===== src/rtl/barrier_sync_pkg.sv =====
package barrier_sync_pkg;

  // control -> datapath strobes
  typedef struct packed {
    logic capture;   // GO rises on this edge: sample data, record last bits
    logic complete;  // anti-barrier done on this edge: load voted mask
  } barStrobe_t;

  // datapath -> control conditions
  typedef struct packed {
    logic allArrived;
    logic allLeft;
    logic anyChanged;
  } barStatus_t;

  typedef enum logic [1:0] {
    ST_GATHER  = 2'd0,
    ST_SETTLE  = 2'd1,
    ST_RELEASE = 2'd2
  } barState_t;

endpackage


===== src/rtl/barrier_sync_dp.sv =====
module barrier_sync_dp
  import barrier_sync_pkg::*;
#(
  parameter int NUM_PE = 4
) (
  input  logic                       clk,
  input  logic                       rstN,
  input  logic [NUM_PE-1:0]          peWait,
  input  logic [NUM_PE-1:0]          peData,
  input  logic [NUM_PE*NUM_PE-1:0]   peMask,
  input  logic [NUM_PE-1:0]          peIrqReq,
  input  logic                       cfgWrEn,
  input  logic                       cfgIrqEn,
  input  logic                       cfgIrqSel,
  input  barStrobe_t                 strobe,
  output barStatus_t                 status,
  output logic [NUM_PE-1:0]          bcastData,
  output logic [NUM_PE-1:0]          activeMask,
  output logic                       irqOut,
  output logic                       irqEnQ
);

  logic [NUM_PE-1:0] arrived;
  logic [NUM_PE-1:0] leftPhase;
  logic [NUM_PE-1:0] changed;
  logic [NUM_PE-1:0] lastData;
  logic [NUM_PE-1:0] vote [NUM_PE];
  logic [NUM_PE-1:0] nextMask;
  logic              irqSelQ;

  // one slice per PE: membership-qualified arrival, departure, change and vote
  for (genvar p = 0; p < NUM_PE; p++) begin : g_slice
    logic [NUM_PE-1:0] proposal;
    assign proposal     = peMask[p*NUM_PE +: NUM_PE];
    assign arrived[p]   = ~activeMask[p] | peWait[p];
    assign leftPhase[p] = ~activeMask[p] | ~peWait[p];
    assign changed[p]   = activeMask[p] & (peData[p] ^ lastData[p]);
    assign vote[p]      = activeMask[p] ? proposal : {NUM_PE{1'b1}};
  end

  always_comb begin
    nextMask = {NUM_PE{1'b1}};
    for (int p = 0; p < NUM_PE; p++) begin
      nextMask = nextMask & vote[p];
    end
  end

  assign status.allArrived = &arrived;
  assign status.allLeft    = &leftPhase;
  assign status.anyChanged = |changed;

  always_ff @(posedge clk) begin
    if (!rstN) begin
      activeMask <= {NUM_PE{1'b1}};
      lastData   <= '0;
      bcastData  <= '0;
    end else begin
      if (strobe.capture) begin
        bcastData <= peData;
        lastData  <= (peData & activeMask) | (lastData & ~activeMask);
      end
      if (strobe.complete) begin
        activeMask <= nextMask;
      end
    end
  end

  // interrupt control and output
  always_ff @(posedge clk) begin
    if (!rstN) begin
      irqEnQ  <= 1'b0;
      irqSelQ <= 1'b0;
      irqOut  <= 1'b0;
    end else begin
      if (cfgWrEn) begin
        irqEnQ  <= cfgIrqEn;
        irqSelQ <= cfgIrqSel;
      end
      irqOut <= irqEnQ & (irqSelQ ? |peIrqReq : strobe.capture);
    end
  end

endmodule


===== src/rtl/barrier_sync_ctl.sv =====
module barrier_sync_ctl
  import barrier_sync_pkg::*;
(
  input  logic       clk,
  input  logic       rstN,
  input  barStatus_t status,
  output barStrobe_t strobe,
  output logic       goQ
);

  barState_t state;
  barState_t stateNext;

  always_comb begin
    stateNext      = state;
    strobe.capture  = 1'b0;
    strobe.complete = 1'b0;
    unique case (state)
      ST_GATHER: begin
        if (status.allArrived) begin
          if (status.anyChanged) begin
            stateNext = ST_SETTLE;
          end else begin
            stateNext      = ST_RELEASE;
            strobe.capture = 1'b1;
          end
        end
      end
      ST_SETTLE: begin
        if (status.allArrived) begin
          stateNext      = ST_RELEASE;
          strobe.capture = 1'b1;
        end else begin
          stateNext = ST_GATHER;
        end
      end
      ST_RELEASE: begin
        if (status.allLeft) begin
          stateNext       = ST_GATHER;
          strobe.complete = 1'b1;
        end
      end
      default: stateNext = ST_GATHER;
    endcase
  end

  always_ff @(posedge clk) begin
    if (!rstN) begin
      state <= ST_GATHER;
      goQ   <= 1'b0;
    end else begin
      state <= stateNext;
      if (strobe.capture) begin
        goQ <= 1'b1;
      end else if (strobe.complete) begin
        goQ <= 1'b0;
      end
    end
  end

endmodule


===== src/rtl/barrier_sync.sv =====
module barrier_sync
  import barrier_sync_pkg::*;
#(
  parameter int NUM_PE = 4
) (
  input  logic                       clk,
  input  logic                       rstN,
  input  logic [NUM_PE-1:0]          peWait,
  input  logic [NUM_PE-1:0]          peData,
  input  logic [NUM_PE*NUM_PE-1:0]   peMask,
  input  logic [NUM_PE-1:0]          peIrqReq,
  input  logic                       cfgWrEn,
  input  logic                       cfgIrqEn,
  input  logic                       cfgIrqSel,
  output logic [NUM_PE-1:0]          peGo,
  output logic [NUM_PE-1:0]          bcastData,
  output logic [NUM_PE-1:0]          activeMask,
  output logic                       irqOut
);

  barStrobe_t strobe;
  barStatus_t status;
  logic       goQ;
  logic       irqEnQ;

  barrier_sync_ctl u_ctl (
    .clk    (clk),
    .rstN   (rstN),
    .status (status),
    .strobe (strobe),
    .goQ    (goQ)
  );

  barrier_sync_dp #(.NUM_PE(NUM_PE)) u_dp (
    .clk        (clk),
    .rstN       (rstN),
    .peWait     (peWait),
    .peData     (peData),
    .peMask     (peMask),
    .peIrqReq   (peIrqReq),
    .cfgWrEn    (cfgWrEn),
    .cfgIrqEn   (cfgIrqEn),
    .cfgIrqSel  (cfgIrqSel),
    .strobe     (strobe),
    .status     (status),
    .bcastData  (bcastData),
    .activeMask (activeMask),
    .irqOut     (irqOut),
    .irqEnQ     (irqEnQ)
  );

  assign peGo = {NUM_PE{goQ}} & activeMask;

endmodule


===== config.mk =====
export PLATFORM = sky130hd
export DESIGN_NAME = barrier_sync
export DESIGN_NICKNAME = d
export VERILOG_FILES = /design/src/rtl/barrier_sync_pkg.sv /design/src/rtl/barrier_sync_dp.sv /design/src/rtl/barrier_sync_ctl.sv /design/src/rtl/barrier_sync.sv
export SDC_FILE = /design/constraint.sdc
export NUM_CORES = 1
export LEC_CHECK = 0
export BUFFER_PORTS_ARGS = -buffer_cell sky130_fd_sc_hd__buf_2
export CORE_ASPECT_RATIO = 0.8
export CORE_MARGIN = 3
export CORE_UTILIZATION = 35
export CTS_CLUSTER_DIAMETER = 120
export DETAILED_ROUTE_END_ITERATION = 10
export PLACE_DENSITY = 0.75
export SLEW_MARGIN = 20
export SYNTH_ARGS = -nofsm -noshare
export SYNTH_HDL_FRONTEND = slang
export SYNTH_HIERARCHICAL = 1
export SYNTH_SLANG_ARGS = --single-unit

===== constraint.sdc =====
create_clock -name clk -period 3.88 [get_ports clk]
set_input_delay 0.97 -clock clk [delete_from_list [all_inputs] [get_ports clk]]
set_output_delay 0.97 -clock clk [all_outputs]
set_load 0.05 [all_outputs]

== Yosys cells after proc, flatten, opt, wreduce, memory -nomap -nowiden ==
Cells that the tools add are included.
Cells by class
  mux-type cells: 18
  reductions and logical operators: 7
  $lt $le $gt $ge: 0
  divide/modulo/power cells: 0
  shift-type cells: 0
  equal/unequal tests: 4
  add/sub/neg operators: 0
  bitwise logic cells: 33
  multiply operators: 0
Operator list (count)
  bitwise AND 4 bit: 6
  2-to-1 mux 4 bit: 4
  2-to-1 mux 1 bit: 8
  2-to-1 mux 2 bit: 4
  inverter 1 bit: 8
  bitwise OR 1 bit: 8
  AND reduction 4 bit: 2
  OR reduction 4 bit: 2
  one-hot mux 2 bit (3 select lines): 1
  bitwise AND 1 bit: 5
  != test 2 bit (second input constant): 2
  inverter 4 bit: 1
  bitwise OR 4 bit: 1
  bitwise XOR 1 bit: 4
  equality test 2 x 1 -> 1 bit (second input constant): 1
  equality test 2 bit (second input constant): 1
  logical NOT 2 bit: 1
  one-hot mux 1 bit (2 select lines): 1
  AND reduction 2 bit: 1
  nonzero test 2 bit: 1
Word-level totals
  memory bits (writable): 0
  latch bits: 0
  word-level logic and storage cells: 70
  register bits after elaboration: 18
  memories: 0
  output and inout bits: 13
  memory bits (read-only): 0
  input bits: 33

== Depth between registers and ports, before layout ==
  depth after elaboration: 8
  mapped depth: 9
  mapped depth without buffers: 8

== Modules after synthesis ==
The synthesis kept the hierarchy.
By module, submodules not included
  barrier_sync_dp: instances 1, area each 734.5 um^2, cells an instance 78, seq. area each 300.3 um^2
  barrier_sync_ctl: instances 1, area each 125.1 um^2, cells an instance 11, seq. area each 60.1 um^2
  barrier_sync: instances 1, area each 25.0 um^2, cells an instance 4, seq. area each 0.0 um^2

== Worst setup path after synthesis ==
No wires, ideal clock.
  path type: input-to-reg
  from: input peData[1]
  to: register with a tool-made name
  arrival time: 2.215 ns
  stages: 9
  path buffers: 1
  setup time: 0.116 ns
  required time: 3.764 ns
  setup slack: 1.549 ns
  cell sequence: xor2_1 a22oi_1 o221ai_1 nor2b_1 nor3b_2 buf_6 nand2_1 mux2i_1 nor2b_1
RTL lines
  start, declared: RTL line barrier_sync.sv:9  | input logic [NUM_PE-1:0] peData,

==> impl_metrics.env <==
export IMPL_cp_cell_sequence="buf_2 > xor2_1 > a22oi_1 > o221ai_1 > nor2b_1 > nor3b_2 > nand2_1 > mux2i_1 > nor2b_1"
export IMPL_remaining_drc_errors=0
export IMPL_synthesis_area_per_instance_um2=9.512
export IMPL_synth_seq_area_share=0.4074
export IMPL_leakagePower_nw=0.5470
export IMPL_status="finished clean"
export IMPL_cts_root_buffer_cell="sky130_fd_sc_hd__clkbuf_4"
export IMPL_timing_critical_path_buf_inv=1
export IMPL_cp_max_fo=11
export IMPL_fp_dieArea_um2=3170
export IMPL_setup_worst_path_start_class="primary input"
export IMPL_synth_edf_count=0
export IMPL_portBuffers=45
export IMPL_drt_pass1_iter_count=4
export IMPL_max_freq_mhz=385.0
export IMPL_max_clock_skew_ps=1.895
export IMPL_routed_wirelength_um=2219
export IMPL_final_min_period_over_clock_period=0.6695
export IMPL_clkSlewWorstSetupHoldPaths_ps=100
export IMPL_seq_area_um2=360.3
export IMPL_antenna_violating_nets_post_route=0
export IMPL_setup_viol=0
export IMPL_final_cell_area_um2=1174
export IMPL_grt_total_usage=0.1444
export IMPL_worst_slew_pin_transition_ps=799.0
export IMPL_die_height_um=50.97
export IMPL_coreArea_um2=2271
export IMPL_drt_iter0_markers=9
export IMPL_syn_instance_count=93
export IMPL_synth_top_family_by_area="compound AO/OA/AOI/OAI gates"
export IMPL_ctsLongestPathBuffers=2
export IMPL_crit_family="simple AND/OR/NAND/NOR gates"
export IMPL_timing_max_cap_violations=0
export IMPL_finalCriticalPeriod_ps=2597
export IMPL_synth_mux_area_frac=0.1132
export IMPL_clock_sinks=18
export IMPL_relSlewSlack=0.4650
export IMPL_synth_simple_gate_area_frac=0.1867
export IMPL_synth_area_um2=884.6
export IMPL_synth_seq_cells=18
export IMPL_unrepaired_setup_endpoints_after_global_routing="false"
export IMPL_synth_main_ff_cell="sky130_fd_sc_hd__dfxtp_1"
export IMPL_timing_hold_violations_final=0
export IMPL_slew_violations=0
export IMPL_grt_ovfl_total=0
export IMPL_postCtsSetupRepairBufs=0
export IMPL_cts_buffers_inserted=3
export IMPL_synthesis_nets=126
export IMPL_dr_total_vias=857
export IMPL_core_rowCount=15
export IMPL_crit_path_end_kind="register"
export IMPL_multi_input_area_um2=486.7
export IMPL_cpMaxStageDelayCell="sky130_fd_sc_hd__nor3b_2"
export IMPL_tritoncts="done"
export IMPL_cts_htree_levels=1
export IMPL_fin_nets=174
export IMPL_synthArstFlopShare=0
export IMPL_detail_route_wl_per_cell_um=12.75
export IMPL_antenna_found_initial=0
export IMPL_nFillCells=232
export IMPL_initial_cell_density_of_the_core=0.3895
export IMPL_area_growth_synth_to_final_pct=32.67
export IMPL_num_antenna_cells=0
export IMPL_vias_in_the_first_global_route=845
export IMPL_ctsResizeCount=0
export IMPL_power_density_nw_per_um2=290.1
export IMPL_synthesized_area_fraction_occupied_by_xor_and_xnor_cells=0.03960
export IMPL_vdd_ir_drop_max_mv=0.2286
export IMPL_cts_hold_buffers=0
export IMPL_max_stage_delay_ps=660
export IMPL_grt_max_degree=20
export IMPL_die_w_um=62.21
export IMPL_num_io_pins=46
export IMPL_post_synth_fa_ha_maj_area_fraction=0
export IMPL_detail_route_vias_per_cell=4.925
export IMPL_routabilityCongestion=0.7739
export IMPL_timing_critical_path_mode_cell="sky130_fd_sc_hd__nor2b_1"
export IMPL_drive_above_1_share=0.3857
export IMPL_fin_tns_setup_ps=0
export IMPL_clock_latency_reported_for_the_late_side_of_the_worst_skew_pair_ps=290
export IMPL_dp_final_hpwl_um=1728
export IMPL_timing_critical_path_required_ps=4070
export IMPL_ys_warnings_count=6
export IMPL_worst_endpoint_arrival_ps=2790
export IMPL_place_area_um2=1137
export IMPL_timing_hold_worst_class="register to register"
export IMPL_grt_pass1_wl_um=3705
export IMPL_netlist_cell_type_count=29
export IMPL_crit_type="primary input to register"
export IMPL_synth_compound_area_share=0.2107
==> cells by family (layout without fill, tap and decap cells) <==
group                  after synthesis  after routing
AND/OR/NAND/NOR                     27             27
multiplexers                        10             10
buffers and inverters                8             55
AO/OA/AOI/OAI                       26             26
XOR/XNOR                             4              4
flip-flops                          18             18
==> area by class of cell <==
| cell class | instances | area share |
|---|---|---|
| Multi-Input combinational cell | 67 | 0.4147 |
| Sequential cell | 18 | 0.3070 |
| Timing Repair Buffer | 45 | 0.1919 |
| Tap cell | 34 | 0.03625 |
| Clock buffer | 4 | 0.03092 |
| Inverter | 6 | 0.01919 |
==> power by group <==
group	switching, W	internal [W]	total (W)	leakage (nW)
Sequential	0.00000130	0.000187	0.000188	0.146
Combinational	0.0000165	0.0000207	0.0000372	0.380
Clock	0.0000581	0.0000572	0.000115	0.0210
Total	0.0000759	0.000264	0.000340	0.547
==> cells in the final DEF, fill, tap and decap left out, types with 2 or more instances in the layout <==
cell type,Yosys,routed
sky130_fd_sc_hd__buf_2,0,45
sky130_fd_sc_hd__dfxtp_1,18,18
sky130_fd_sc_hd__nor2b_1,11,11
sky130_fd_sc_hd__o22ai_1,10,10
sky130_fd_sc_hd__mux2i_1,10,10
sky130_fd_sc_hd__nand2_1,6,6
sky130_fd_sc_hd__and2_1,4,4
sky130_fd_sc_hd__a21boi_0,4,4
sky130_fd_sc_hd__clkbuf_4,0,3
sky130_fd_sc_hd__inv_2,3,3
sky130_fd_sc_hd__inv_1,3,3
sky130_fd_sc_hd__o31ai_1,3,3
sky130_fd_sc_hd__xnor2_1,2,2
sky130_fd_sc_hd__xor2_1,2,2
==> through the flow <==
| step | instances | power (W) | hold slack [ps] | utilization | setup WS [ps] |
|---|---|---|---|---|---|
| 2_1_floorplan | 93 | 0.0002077 | 427.7 | - | 1549 |
| 3_3_place_gp | 170 | 0.0002281 | 455.7 | 0.5008 | 1074 |
| 3_5_place_dp | 170 | 0.0002294 | 470.6 | 0.5008 | 971.9 |
| 4_1_cts | 174 | 0.0003468 | 493.5 | 0.5168 | 1301 |
| 5_1_grt | 174 | 0.0003560 | 523.5 | 0.5168 | 1146 |
| 6_report | 174 | 0.0003404 | 487.7 | 0.5168 | 1283 |
==> layer usage <==
metal	global-route usage	wire, um
met5	0	0
met1	0.1789	1016
met4	0.04044	12
met3	0.05275	158
met2	0.2375	1032
==> synthesized netlist by cell type, types with 2 or more instances <==
library cell,n,share of area
sky130_fd_sc_hd__dfxtp_1,18,0.41
sky130_fd_sc_hd__nor2b_1,11,0.078
sky130_fd_sc_hd__mux2i_1,10,0.11
sky130_fd_sc_hd__o22ai_1,10,0.071
sky130_fd_sc_hd__nand2_1,6,0.025
sky130_fd_sc_hd__a21boi_0,4,0.034
sky130_fd_sc_hd__and2_1,4,0.028
sky130_fd_sc_hd__inv_1,3,0.013
sky130_fd_sc_hd__inv_2,3,0.013
sky130_fd_sc_hd__o31ai_1,3,0.025
sky130_fd_sc_hd__xnor2_1,2,0.020
sky130_fd_sc_hd__xor2_1,2,0.020
==> final timing paths <==
path | endpoint | depth (start not counted) | slack, ps | from
min reg2reg | u_dp/irqOut$_SDFF_PN0_ | 1 | 490 | u_dp/irqSelQ$_SDFFE_PN0P_
max reg2reg | register | 8 | 1770 | register
max | register | 9 | 1280 | peData[1]
min | u_dp/irqOut$_SDFF_PN0_ | 1 | 490 | u_dp/irqSelQ$_SDFFE_PN0P_
Note: power is estimated with default switching activity, not from simulation.
